--- src/rtl/lsusb_tx_pkg.sv ---
// Shared definitions for the low-speed transmitter: controller states and
// the fixed byte values placed on the wire by the block itself.
package lsusb_tx_pkg;

    typedef enum logic [2:0] {
        ST_IDLE = 3'd0,   // bus released
        ST_ARM  = 3'd1,   // lines at J, drivers still off
        ST_SEND = 3'd2,   // serialising sync and payload bits
        ST_SE0  = 3'd3,   // end of packet, both lines low
        ST_EOPJ = 3'd4    // end of packet, idle J before release
    } tx_state_t;

    localparam logic [7:0] SYNC_BYTE = 8'h80;
    localparam logic [7:0] PID_ACK   = 8'hD2;
    localparam logic [7:0] PID_NAK   = 8'h5A;

endpackage

--- src/rtl/lsusb_bit_timer.sv ---
// Bit-period divider. While run is high it counts BIT_CLKS cycles per line
// bit and raises tick in the last cycle of each bit. Dropping run clears the
// count, so the first cycle of a run is cycle 0 of a bit.
// Assumes BIT_CLKS >= 2.
module lsusb_bit_timer #(
    parameter int BIT_CLKS = 11,
    localparam int CW = $clog2(BIT_CLKS)
) (
    input  logic clk,
    input  logic rst_n,
    input  logic run,
    output logic tick
);

    logic [CW-1:0] cnt;

    assign tick = run && (cnt == CW'(BIT_CLKS - 1));

    // Cycle counter within the current bit.
    always_ff @(posedge clk) begin
        if (!rst_n || !run) begin
            cnt <= '0;
        end else if (tick) begin
            cnt <= '0;
        end else begin
            cnt <= cnt + CW'(1);
        end
    end

    // bit boundaries are never adjacent.
    a_r3_tick_spacing: assert property (@(posedge clk) disable iff (!rst_n)
        tick |=> !tick);

endmodule

--- src/rtl/lsusb_nrzi_stuffer.sv ---
// NRZI coder with bit stuffing. Holds the current line level (1 = J,
// 0 = K) and the length of the current run of ones. At each launch it
// either inserts a stuffed transition (when the run reached RUN_MAX) or
// codes data_bit. consumed tells the caller whether data_bit was used.
// Assumes init and launch are never high together.
module lsusb_nrzi_stuffer #(
    parameter int RUN_MAX = 6,
    localparam int RW = $clog2(RUN_MAX + 1)
) (
    input  logic clk,
    input  logic rst_n,
    input  logic init,
    input  logic launch,
    input  logic data_bit,
    output logic stuff_due,
    output logic consumed,
    output logic level
);

    logic [RW-1:0] ones;

    assign stuff_due = (ones == RW'(RUN_MAX));
    assign consumed  = launch && !stuff_due;

    // Line level and run length update per launched bit.
    always_ff @(posedge clk) begin
        if (!rst_n || init) begin
            level <= 1'b1;
            ones  <= '0;
        end else if (launch) begin
            if (stuff_due || !data_bit) begin
                level <= ~level;
                ones  <= '0;
            end else begin
                ones  <= ones + RW'(1);
            end
        end
    end

    // the run of ones never grows beyond the stuffing limit.
    a_r5_run_bounded: assert property (@(posedge clk) disable iff (!rst_n)
        ones <= RW'(RUN_MAX));

    // a coded 1 keeps the line level.
    a_r4_one_holds: assert property (@(posedge clk) disable iff (!rst_n)
        (consumed && data_bit) |=> $stable(level));

    // a coded 0 or a stuffed bit switches the level.
    a_r4_zero_toggles: assert property (@(posedge clk) disable iff (!rst_n)
        (launch && (stuff_due || !data_bit)) |=> (level != $past(level)));

endmodule

--- src/rtl/lsusb_addr_reg.sv ---
// Device address holder. A write lands in the pending register at once.
// The active register follows the pending one only on commit, which the
// controller raises at the end of a data packet.
module lsusb_addr_reg #(
    parameter int ADDR_W = 7
) (
    input  logic              clk,
    input  logic              rst_n,
    input  logic              wr,
    input  logic [ADDR_W-1:0] wr_data,
    input  logic              commit,
    output logic [ADDR_W-1:0] active
);

    logic [ADDR_W-1:0] pending;

    // Pending address capture.
    always_ff @(posedge clk) begin
        if (!rst_n)  pending <= '0;
        else if (wr) pending <= wr_data;
    end

    // Deferred transfer into the active address.
    always_ff @(posedge clk) begin
        if (!rst_n)      active <= '0;
        else if (commit) active <= pending;
    end

    // the active address only moves on a commit.
    a_r9_moves_on_commit: assert property (@(posedge clk) disable iff (!rst_n)
        !$stable(active) |-> $past(commit));

endmodule

--- src/rtl/lsusb_tx.sv ---
// Low-speed USB packet transmitter, top level. It sequences arm, bit
// serialisation, end of packet and bus release, and it fetches payload bytes
// from an external store. It also owns the deferred address commit and the
// receive-start flag. Assumes rd_data is valid in the same cycle as
// rd_addr and that the line levels are decoded outside as {dp,dm}.
module lsusb_tx
    import lsusb_tx_pkg::*;
#(
    parameter int BIT_CLKS  = 11,
    parameter int MAX_BYTES = 12,
    parameter int ADDR_W    = 7,
    parameter int RUN_MAX   = 6,
    localparam int LEN_W = $clog2(MAX_BYTES + 1),
    localparam int IDX_W = $clog2(MAX_BYTES - 1)
) (
    input  logic              clk,
    input  logic              rst_n,
    input  logic              tx_start,
    input  logic [LEN_W-1:0]  tx_len,
    input  logic              hs_start,
    input  logic              hs_nak,
    output logic [IDX_W-1:0]  rd_addr,
    input  logic [7:0]        rd_data,
    input  logic              addr_wr,
    input  logic [ADDR_W-1:0] addr_wdata,
    output logic [ADDR_W-1:0] active_addr,
    input  logic              rx_edge,
    input  logic              rx_ack,
    output logic              rx_pending,
    output logic              usb_dp,
    output logic              usb_dm,
    output logic              usb_oe,
    output logic              busy,
    output logic              done
);

    tx_state_t         st;
    logic [7:0]        shreg;
    logic [2:0]        bit_idx;
    logic [LEN_W-1:0]  bytes_left;
    logic [LEN_W-1:0]  eff_len;
    logic [IDX_W-1:0]  rd_addr_q;
    logic [7:0]        hs_pid;
    logic              is_hs;
    logic              bits_left;
    logic              eop_second;
    logic              tick;
    logic              launch;
    logic              stuff_due;
    logic              consumed;
    logic              level;
    logic              release_now;

    assign rd_addr     = rd_addr_q;
    assign busy        = (st != ST_IDLE);
    assign launch      = (st == ST_ARM) || ((st == ST_SEND) && tick);
    assign release_now = (st == ST_EOPJ) && tick;

    // Clamp the requested packet length into the legal range.
    always_comb begin
        if (tx_len < LEN_W'(2))              eff_len = LEN_W'(2);
        else if (tx_len > LEN_W'(MAX_BYTES)) eff_len = LEN_W'(MAX_BYTES);
        else                                 eff_len = tx_len;
    end

    lsusb_bit_timer #(.BIT_CLKS(BIT_CLKS)) timer_i (
        .clk   (clk),
        .rst_n (rst_n),
        .run   ((st == ST_SEND) || (st == ST_SE0) || (st == ST_EOPJ)),
        .tick  (tick)
    );

    lsusb_nrzi_stuffer #(.RUN_MAX(RUN_MAX)) coder_i (
        .clk       (clk),
        .rst_n     (rst_n),
        .init      (st == ST_IDLE),
        .launch    (launch),
        .data_bit  (shreg[0]),
        .stuff_due (stuff_due),
        .consumed  (consumed),
        .level     (level)
    );

    lsusb_addr_reg #(.ADDR_W(ADDR_W)) addr_i (
        .clk     (clk),
        .rst_n   (rst_n),
        .wr      (addr_wr),
        .wr_data (addr_wdata),
        .commit  (release_now && !is_hs),
        .active  (active_addr)
    );

    // Drive values of the pair for each controller state.
    always_comb begin
        case (st)
            ST_ARM:  begin usb_oe = 1'b0; usb_dp = 1'b0;   usb_dm = 1'b1;  end
            ST_SEND: begin usb_oe = 1'b1; usb_dp = ~level; usb_dm = level; end
            ST_SE0:  begin usb_oe = 1'b1; usb_dp = 1'b0;   usb_dm = 1'b0;  end
            ST_EOPJ: begin usb_oe = 1'b1; usb_dp = 1'b0;   usb_dm = 1'b1;  end
            default: begin usb_oe = 1'b0; usb_dp = 1'b0;   usb_dm = 1'b0;  end
        endcase
    end

    // Packet sequencing and byte/bit bookkeeping.
    always_ff @(posedge clk) begin
        if (!rst_n) begin
            st         <= ST_IDLE;
            shreg      <= '0;
            bit_idx    <= '0;
            bytes_left <= '0;
            rd_addr_q  <= '0;
            hs_pid     <= '0;
            is_hs      <= 1'b0;
            bits_left  <= 1'b0;
            eop_second <= 1'b0;
            done       <= 1'b0;
        end else begin
            done <= 1'b0;
            case (st)
                ST_IDLE: begin
                    if (tx_start || hs_start) begin
                        st         <= ST_ARM;
                        shreg      <= SYNC_BYTE;
                        bit_idx    <= '0;
                        rd_addr_q  <= '0;
                        bits_left  <= 1'b1;
                        is_hs      <= !tx_start;
                        bytes_left <= tx_start ? (eff_len - LEN_W'(1)) : LEN_W'(1);
                        hs_pid     <= hs_nak ? PID_NAK : PID_ACK;
                    end
                end
                ST_ARM: st <= ST_SEND;
                ST_SEND: begin
                    if (tick && !stuff_due && !bits_left) begin
                        st         <= ST_SE0;
                        eop_second <= 1'b0;
                    end
                end
                ST_SE0: begin
                    if (tick) begin
                        if (eop_second) st <= ST_EOPJ;
                        else            eop_second <= 1'b1;
                    end
                end
                ST_EOPJ: begin
                    if (tick) begin
                        st   <= ST_IDLE;
                        done <= 1'b1;
                    end
                end
                default: st <= ST_IDLE;
            endcase

            if (consumed && bits_left) begin
                if (bit_idx == 3'd7) begin
                    if (bytes_left != '0) begin
                        shreg      <= is_hs ? hs_pid : rd_data;
                        bytes_left <= bytes_left - LEN_W'(1);
                        bit_idx    <= '0;
                        if (!is_hs && (bytes_left > LEN_W'(1)))
                            rd_addr_q <= rd_addr_q + IDX_W'(1);
                    end else begin
                        bits_left <= 1'b0;
                    end
                end else begin
                    shreg   <= {1'b0, shreg[7:1]};
                    bit_idx <= bit_idx + 3'd1;
                end
            end
        end
    end

    // Receive-start flag: set by bus activity, cleared by ack or release.
    always_ff @(posedge clk) begin
        if (!rst_n)           rx_pending <= 1'b0;
        else if (release_now) rx_pending <= 1'b0;
        else if (rx_edge)     rx_pending <= 1'b1;
        else if (rx_ack)      rx_pending <= 1'b0;
    end

    // drivers come on only after a cycle at J.
    a_r2_j_before_enable: assert property (@(posedge clk) disable iff (!rst_n)
        $rose(usb_oe) |-> ($past(usb_dp) == 1'b0 && $past(usb_dm) == 1'b1));

    // release pulse lasts one cycle.
    a_r8_done_single: assert property (@(posedge clk) disable iff (!rst_n)
        done |=> !done);

    // released lines carry no drive value.
    a_r8_released_lines: assert property (@(posedge clk) disable iff (!rst_n)
        !busy |-> (!usb_oe && !usb_dp && !usb_dm));

    // busy ends together with the release pulse.
    a_r11_busy_drops_with_done: assert property (@(posedge clk) disable iff (!rst_n)
        $fell(busy) |-> done);

    // the flag is clear when the bus is released.
    a_r10_flag_clear: assert property (@(posedge clk) disable iff (!rst_n)
        done |-> !rx_pending);

    // payload reads stay inside the legal index range.
    a_r6_addr_range: assert property (@(posedge clk) disable iff (!rst_n)
        rd_addr <= IDX_W'(MAX_BYTES - 2));

endmodule

--- config.mk ---
export PLATFORM = sky130hd
export DESIGN_NAME = lsusb_tx
export DESIGN_NICKNAME = d
export VERILOG_FILES = /design/src/rtl/lsusb_tx_pkg.sv /design/src/rtl/lsusb_bit_timer.sv /design/src/rtl/lsusb_nrzi_stuffer.sv /design/src/rtl/lsusb_addr_reg.sv /design/src/rtl/lsusb_tx.sv
export SDC_FILE = /design/constraint.sdc
export NUM_CORES = 1
export LEC_CHECK = 0
export ABC_AREA = 1
export BUFFER_PORTS_ARGS = -buffer_cell sky130_fd_sc_hd__buf_2
export CAP_MARGIN = 10
export CORE_MARGIN = 8
export CORE_UTILIZATION = 50
export DETAILED_ROUTE_END_ITERATION = 8
export HOLD_SLACK_MARGIN = 0.12
export PLACE_DENSITY = 0.79
export SLEW_MARGIN = 5
export SYNTH_ARGS = -nofsm -noshare
export SYNTH_HDL_FRONTEND = slang
export SYNTH_SLANG_ARGS = --single-unit
--- constraint.sdc ---
create_clock -name clk -period 1.5 [get_ports clk]
set_input_delay 0.3 -clock clk [delete_from_list [all_inputs] [get_ports clk]]
set_output_delay 0.3 -clock clk [all_outputs]
set_load 0.02 [all_outputs]
# Word-level counts from Yosys, hierarchy flattened
# Cells that the tools add are included.
# totals
register_bits	57
inputBits	27
word_cells	123
# op_classes
addsub	6
n_lt_le_gt_ge	3
eq_ne	12
mux	47
bitwise_logic	2
n_reduce_logical	37
# ops
operator	n
$mux W4	14
$mux W8	7
$mux W3	11
$pmux W3 S5	1
$mux W1	12
$eq A3 B3 Y1 const B	3
$logic_and A1 B1 Y1	9
$add A4 B1 Y4 const B	2
$ne A2 B2 Y1 const B	4
$sub A4 B1 Y4 const B	2
$logic_not A1 Y1	7
$logic_or A1 B1 Y1	7
$add A3 B1 Y3 const B	2
$eq A3 B2 Y1 const B	2
$reduce_and A2 Y1	3
$reduce_or A2 Y1	3
$reduce_and A5 Y1	1
$eq A4 B4 Y1 const B	1
$gt A4 B1 Y1 const B	1
$gt A4 B4 Y1 const B	1
$lt A4 B2 Y1 const B	1
$pmux W1 S2	2
$reduce_bool A2 Y1	2
$reduce_bool A4 Y1	1
other kinds (7)	8

# Logic depth before layout (Yosys ltp)
# depth
ltp_word	10
mapped_depth	11
ltp_nobuf	11

# Cells and area by module
# Synthesis repeated with hierarchy kept, for this count alone.
# unflattened
hier_cells	388
hier_area_um2	2717.6
# by_module_without_submodules
mod	instances	cells_per_inst	area_each_um2	seq_area_each_um2
lsusb_tx	1	247	1736.7	600.6
lsusb_addr_reg	1	87	579.3	280.3
lsusb_nrzi_stuffer	1	29	205.2	80.1
lsusb_bit_timer	1	25	196.4	80.1

# Worst setup path before layout
# Ideal clock, no wire load.
# synth_timing
path_type	register to register
start	reg coder_i.ones[0]
end	reg shreg[0]
setup_ns	0.128
arrival_ns	1.438
required_time_ns	1.372
slack_ns	-0.065
path_stages_with_launch	11
cell_sequence	dfxtp_1 > inv_1 > ha_1 > nand2_1 > nand2_1 > inv_2 > nand4_4 > nand2_1 > nor2_1 > nor2_1 > nor2_1
# synth_between
elab_chain_cells	5
# synth_lines
item	line_no	rtl
from (decl)	lsusb_nrzi_stuffer.sv:20	logic [RW-1:0] ones;
from (signal assigned)	lsusb_nrzi_stuffer.sv:35	ones <= ones + RW'(1);
$eq A3 B3 Y1	lsusb_nrzi_stuffer.sv:22	assign stuff_due = (ones == RW'(RUN_MAX));
$logic_not A1 Y1	lsusb_nrzi_stuffer.sv:23	assign consumed = launch && !stuff_due;
$logic_and A1 B1 Y1	lsusb_nrzi_stuffer.sv:23	
$logic_and A1 B1 Y1	lsusb_tx.sv:154	if (consumed && bits_left) begin
$mux W8	lsusb_tx.sv:154	
to (signal assigned)	lsusb_tx.sv:157	shreg <= is_hs ? hs_pid : rd_data;
to (signal assigned)	lsusb_tx.sv:166	shreg <= {1'b0, shreg[7:1]};
to (decl)	lsusb_tx.sv:38	logic [7:0] shreg;
# No other way between the ends.
# A chain may end at the register's enable or synchronous reset.

# Final worst setup path
# layout_timing
start	reg st[0]
end	out usb_dm
# layout_between
elab_chain_cells	3
elab_cells_between_ends	5
cone_classes	3 x eq/ne; 1 x mux; 1 x reduce/logical
# layout_lines
item	line_no	rtl
from (decl)	lsusb_tx.sv:37	tx_state_t st;
from (signal assigned)	lsusb_tx.sv:107	st <= ST_IDLE;
from (signal assigned)	lsusb_tx.sv:122	st <= ST_ARM;
from (signal assigned)	lsusb_tx.sv:132	ST_ARM: st <= ST_SEND;
$eq A3 B1 Y1 / $eq A3 B3 Y1 (equally long branches)	lsusb_tx.sv:95	case (st)
$reduce_or A2 Y1 (no line)	--	
$pmux W1 S2 (*)	lsusb_tx.sv:95	
to (decl)	lsusb_tx.sv:31	output logic usb_dm,
# Every way passes the cells marked *; elsewhere a longest branch is shown, timed or not.

==> results.yml <==
critical_path:
  cp_max_fo: 3
  worstSetupPathType: "register to output port"
  startpoint_type: "register"
  cp_data_arrival_time_ns: 1.19
  endpoint_kind: "output port"
  required_ns: 1.20
  cp_slowest_cell: "dfxtp_4"
  cpLargestDelayFamily: "flip-flops"
  max_stage_delay_ns: 0.38
  critPathBufInv: 2
  crit_chain: "inv_4 -> nand2_4 -> nor2_4 -> nand2_2 -> nand3_2 -> buf_6"
place:
  place_area_um2: 3149
  place.gp.congestion: 0.8300
  dp_hpwl_um: 4951
  post-place-ws_ns: -0.04852
  port_buffers: 43
synthesis:
  synth_flop_cell: "dfxtp_1"
  yosysTopAreaCell: "dfxtp_1"
  post_synth.cell_area_avg_um2: 7.093
  syn_nets: 421
  ys_seq_area_share_pct: 38.22
  synth_edf_count: 0
  ys_async_sr_fraction_pct: 0
  yosys.area.top_type_share_pct: 38.22
  synth-seq-cells: 52
  synthTopCellsByArea: "dfxtp_1, nor2_1, nand2_1, ha_1, inv_1"
  synth.distinct_cells: 34
  netlist_area_um2: 2724
  syn-instance-count: 384
  synth_warnings: 0
grt:
  globalRouteMet2Util_pct: 28.96
  grt_usage_pct: 16.17
  grt_max_degree: 29
  gr-max-usage-layer: "met2"
  grt_util_met1_pct: 18.40
  gr-total-overflow: 0
  grt_first_pass_wirelength_um: 11210
  antenna_found_initial: 0
  grt_pass1_vias: 2592
  grtUsageMet3_pct: 3.491
worst_hold_path:
  min_path_type: "input pin to register"
final_layout:
  nFillCells: 469
  drive_above_1_share_pct: 33.63
  final_core_util_pct: 66.27
  multi_input_area_um2: 1679
  nets: 491
  antenna_cells: 0
  final_cell_mix: "nor2_1, nand2_1, dfxtp_1, buf_2, inv_1"
  final_cell_area_um2: 3560
  regArea_um2: 1061
  area_growth_pct: 30.68
  final_common_cell: "nor2_1"
routing:
  drt-initial-drc-count: 203
  drcViolationCount: 0
  first_pass_iters: 4
  postRouteAntennaNets: 0
  wl_um: 6989
  via_per_inst: 5.205
  vias: 2743
  wl_per_cell_um: 13.26
floorplanning:
  ios: 44
  die_w_um: 89.81
  initial_utilization_pct: 50.71
  die_h_um: 89.81
  std_cell_rows: 27
  core_area_um2: 5371
  dieArea_um2: 8066
timing:
  hold_viol: 0
  max_freq_mhz: 672.4
  fin_crit_sh_pct: 99.15
  slew_violations: 0
  max_slew_margin_pct: 82.40
  skew_ns: 0.004418
  setup_violations: 0
  post-route-min-period_ns: 1.487
  rsz0062_at_grt: "true"
  tightest_slew_ns: 0.2626
  setup_ws_ns: 0.01271
pwr:
  powerDensity_nw_per_um2: 1383
  p_leak_nw: 1.645
  peakVddDrop_uv: 800.3
job:
  maxCapViolations: 0
clock_tree:
  cts_tree: "built"
  insertion_delay_ns: 0.31
  numCtsBuffers: 5
  clock-root-buffer: "clkbuf_8"
  h-tree-depth: 2
  cts_buffer_depth: 2
  clock-sinks: 52
  clkTransAtPathRegs_ns: 0.09
run_status:
  outcome: "finished clean"
==> stage by stage <==
step / TNS [ns] / hold slack [ns] / std cells / power, mW
after floorplan: 0 / 0.4299 / 384 / 3.132
after global placement: 0 / 0.4398 / 511 / 3.554
after detailed placement: -0.2086 / 0.4490 / 511 / 3.619
after CTS: -0.05675 / 0.2033 / 521 / 4.578
after global routing: -0.5513 / 0.2112 / 527 / 5.238
final: 0 / 0.2056 / 527 / 4.923
==> Yosys cell counts (5+ instances only) <==
cell,instances
a21oi_1,17
dfxtp_1,52
ha_1,10
inv_1,31
inv_2,8
nand2_1,64
nand2_4,5
nand3_1,21
nand4_1,10
nor2_1,85
nor2_2,5
o21ai_0,19
o21ai_1,15
==> per-layer routing <==
| metal | share of wire (%) | vias to the layer above |
|---|---|---|
| met1 | 43 | 1291 |
| li1 | - | 1384 |
| met3 | 3.3 | 16 |
| met4 | 1.7 | 0 |
| met2 | 51 | 52 |
| met5 | 0 | - |
==> where the power goes <==
group	leakage (nW)	switching [mW]	total, mW	internal, mW
Sequential	0.429	0.179	1.76	1.58
Clock	0.0414	0.471	0.803	0.333
Combinational	1.17	1.45	2.36	0.910
==> final timing paths <==
check                                        startpoint                             end  slack, ns  cells past startpoint
worst max register to register       st[0]$_SDFFE_PN0P_           rd_addr[3]$_SDFF_PN0_       0.03                     11
worst max-delay path                 st[0]$_SDFFE_PN0P_                          usb_dm       0.01                      6
worst min register to register  eop_second$_SDFFE_PN0P_         eop_second$_SDFFE_PN0P_       0.46                      2
worst min-delay path                      addr_wdata[6]  addr_i.pending[6]$_SDFFE_PN0P_       0.21                      3
==> cell type report <==
type / count / area share, %
clock buffers: 6 / 2.039
clock inverters: 2 / 0.4569
inverters: 42 / 5.062
multi-input cells: 283 / 47.17
flip-flops and latches: 52 / 29.81
well taps: 72 / 2.531
repair buffers: 70 / 12.93
==> state kept, by name, indices dropped and copies added, names as in the netlist <==
| signal | cells |
|---|---|
| eop_second | 1 |
| bits_left | 1 |
| bytes_left | 4 |
| shreg | 8 |
| coder_i.level | 1 |
| addr_i.active | 7 |
| is_hs | 1 |
| timer_i.cnt | 4 |
| addr_i.pending | 7 |
| rd_addr | 4 |
| coder_i.ones | 3 |
| rx_pending | 1 |
| bit_idx | 3 |
| st | 3 |
| hs_pid | 3 |
| done | 1 |
==> logic make-up (layout without fill, tap and decap cells) <==
group	after synthesis	count (layout)	share of synthesized area (%)
buf+inv	49	120	7.441
xor+xnor	6	6	1.930
simple gates	208	208	36.43
flops	52	52	38.22
compound gates	59	59	11.39
fa+ha+maj	10	10	4.593
==> worst reg2reg max path, stage by stage (launching register included) <==
cell and delay, ns:
dfxtp_4 0.38, inv_4 0.09, nand2_4 0.07, nor2_4 0.10, buf_4 0.16, nand2_4 0.06
nand2_4 0.08, nand2_4 0.09, nor2_4 0.16, nand2_1 0.07, nand3_1 0.06, nor2_1 0.05
==> repair_timing <==
item | CTS | global route
pin swaps | 1 | 27
endpoints found under the setup margin | 20 | 36
hold buffers | 0 | 0
buffers inserted | 2 | 6
resized for setup | 22 | 53
Power figures use the tool's default switching activity.
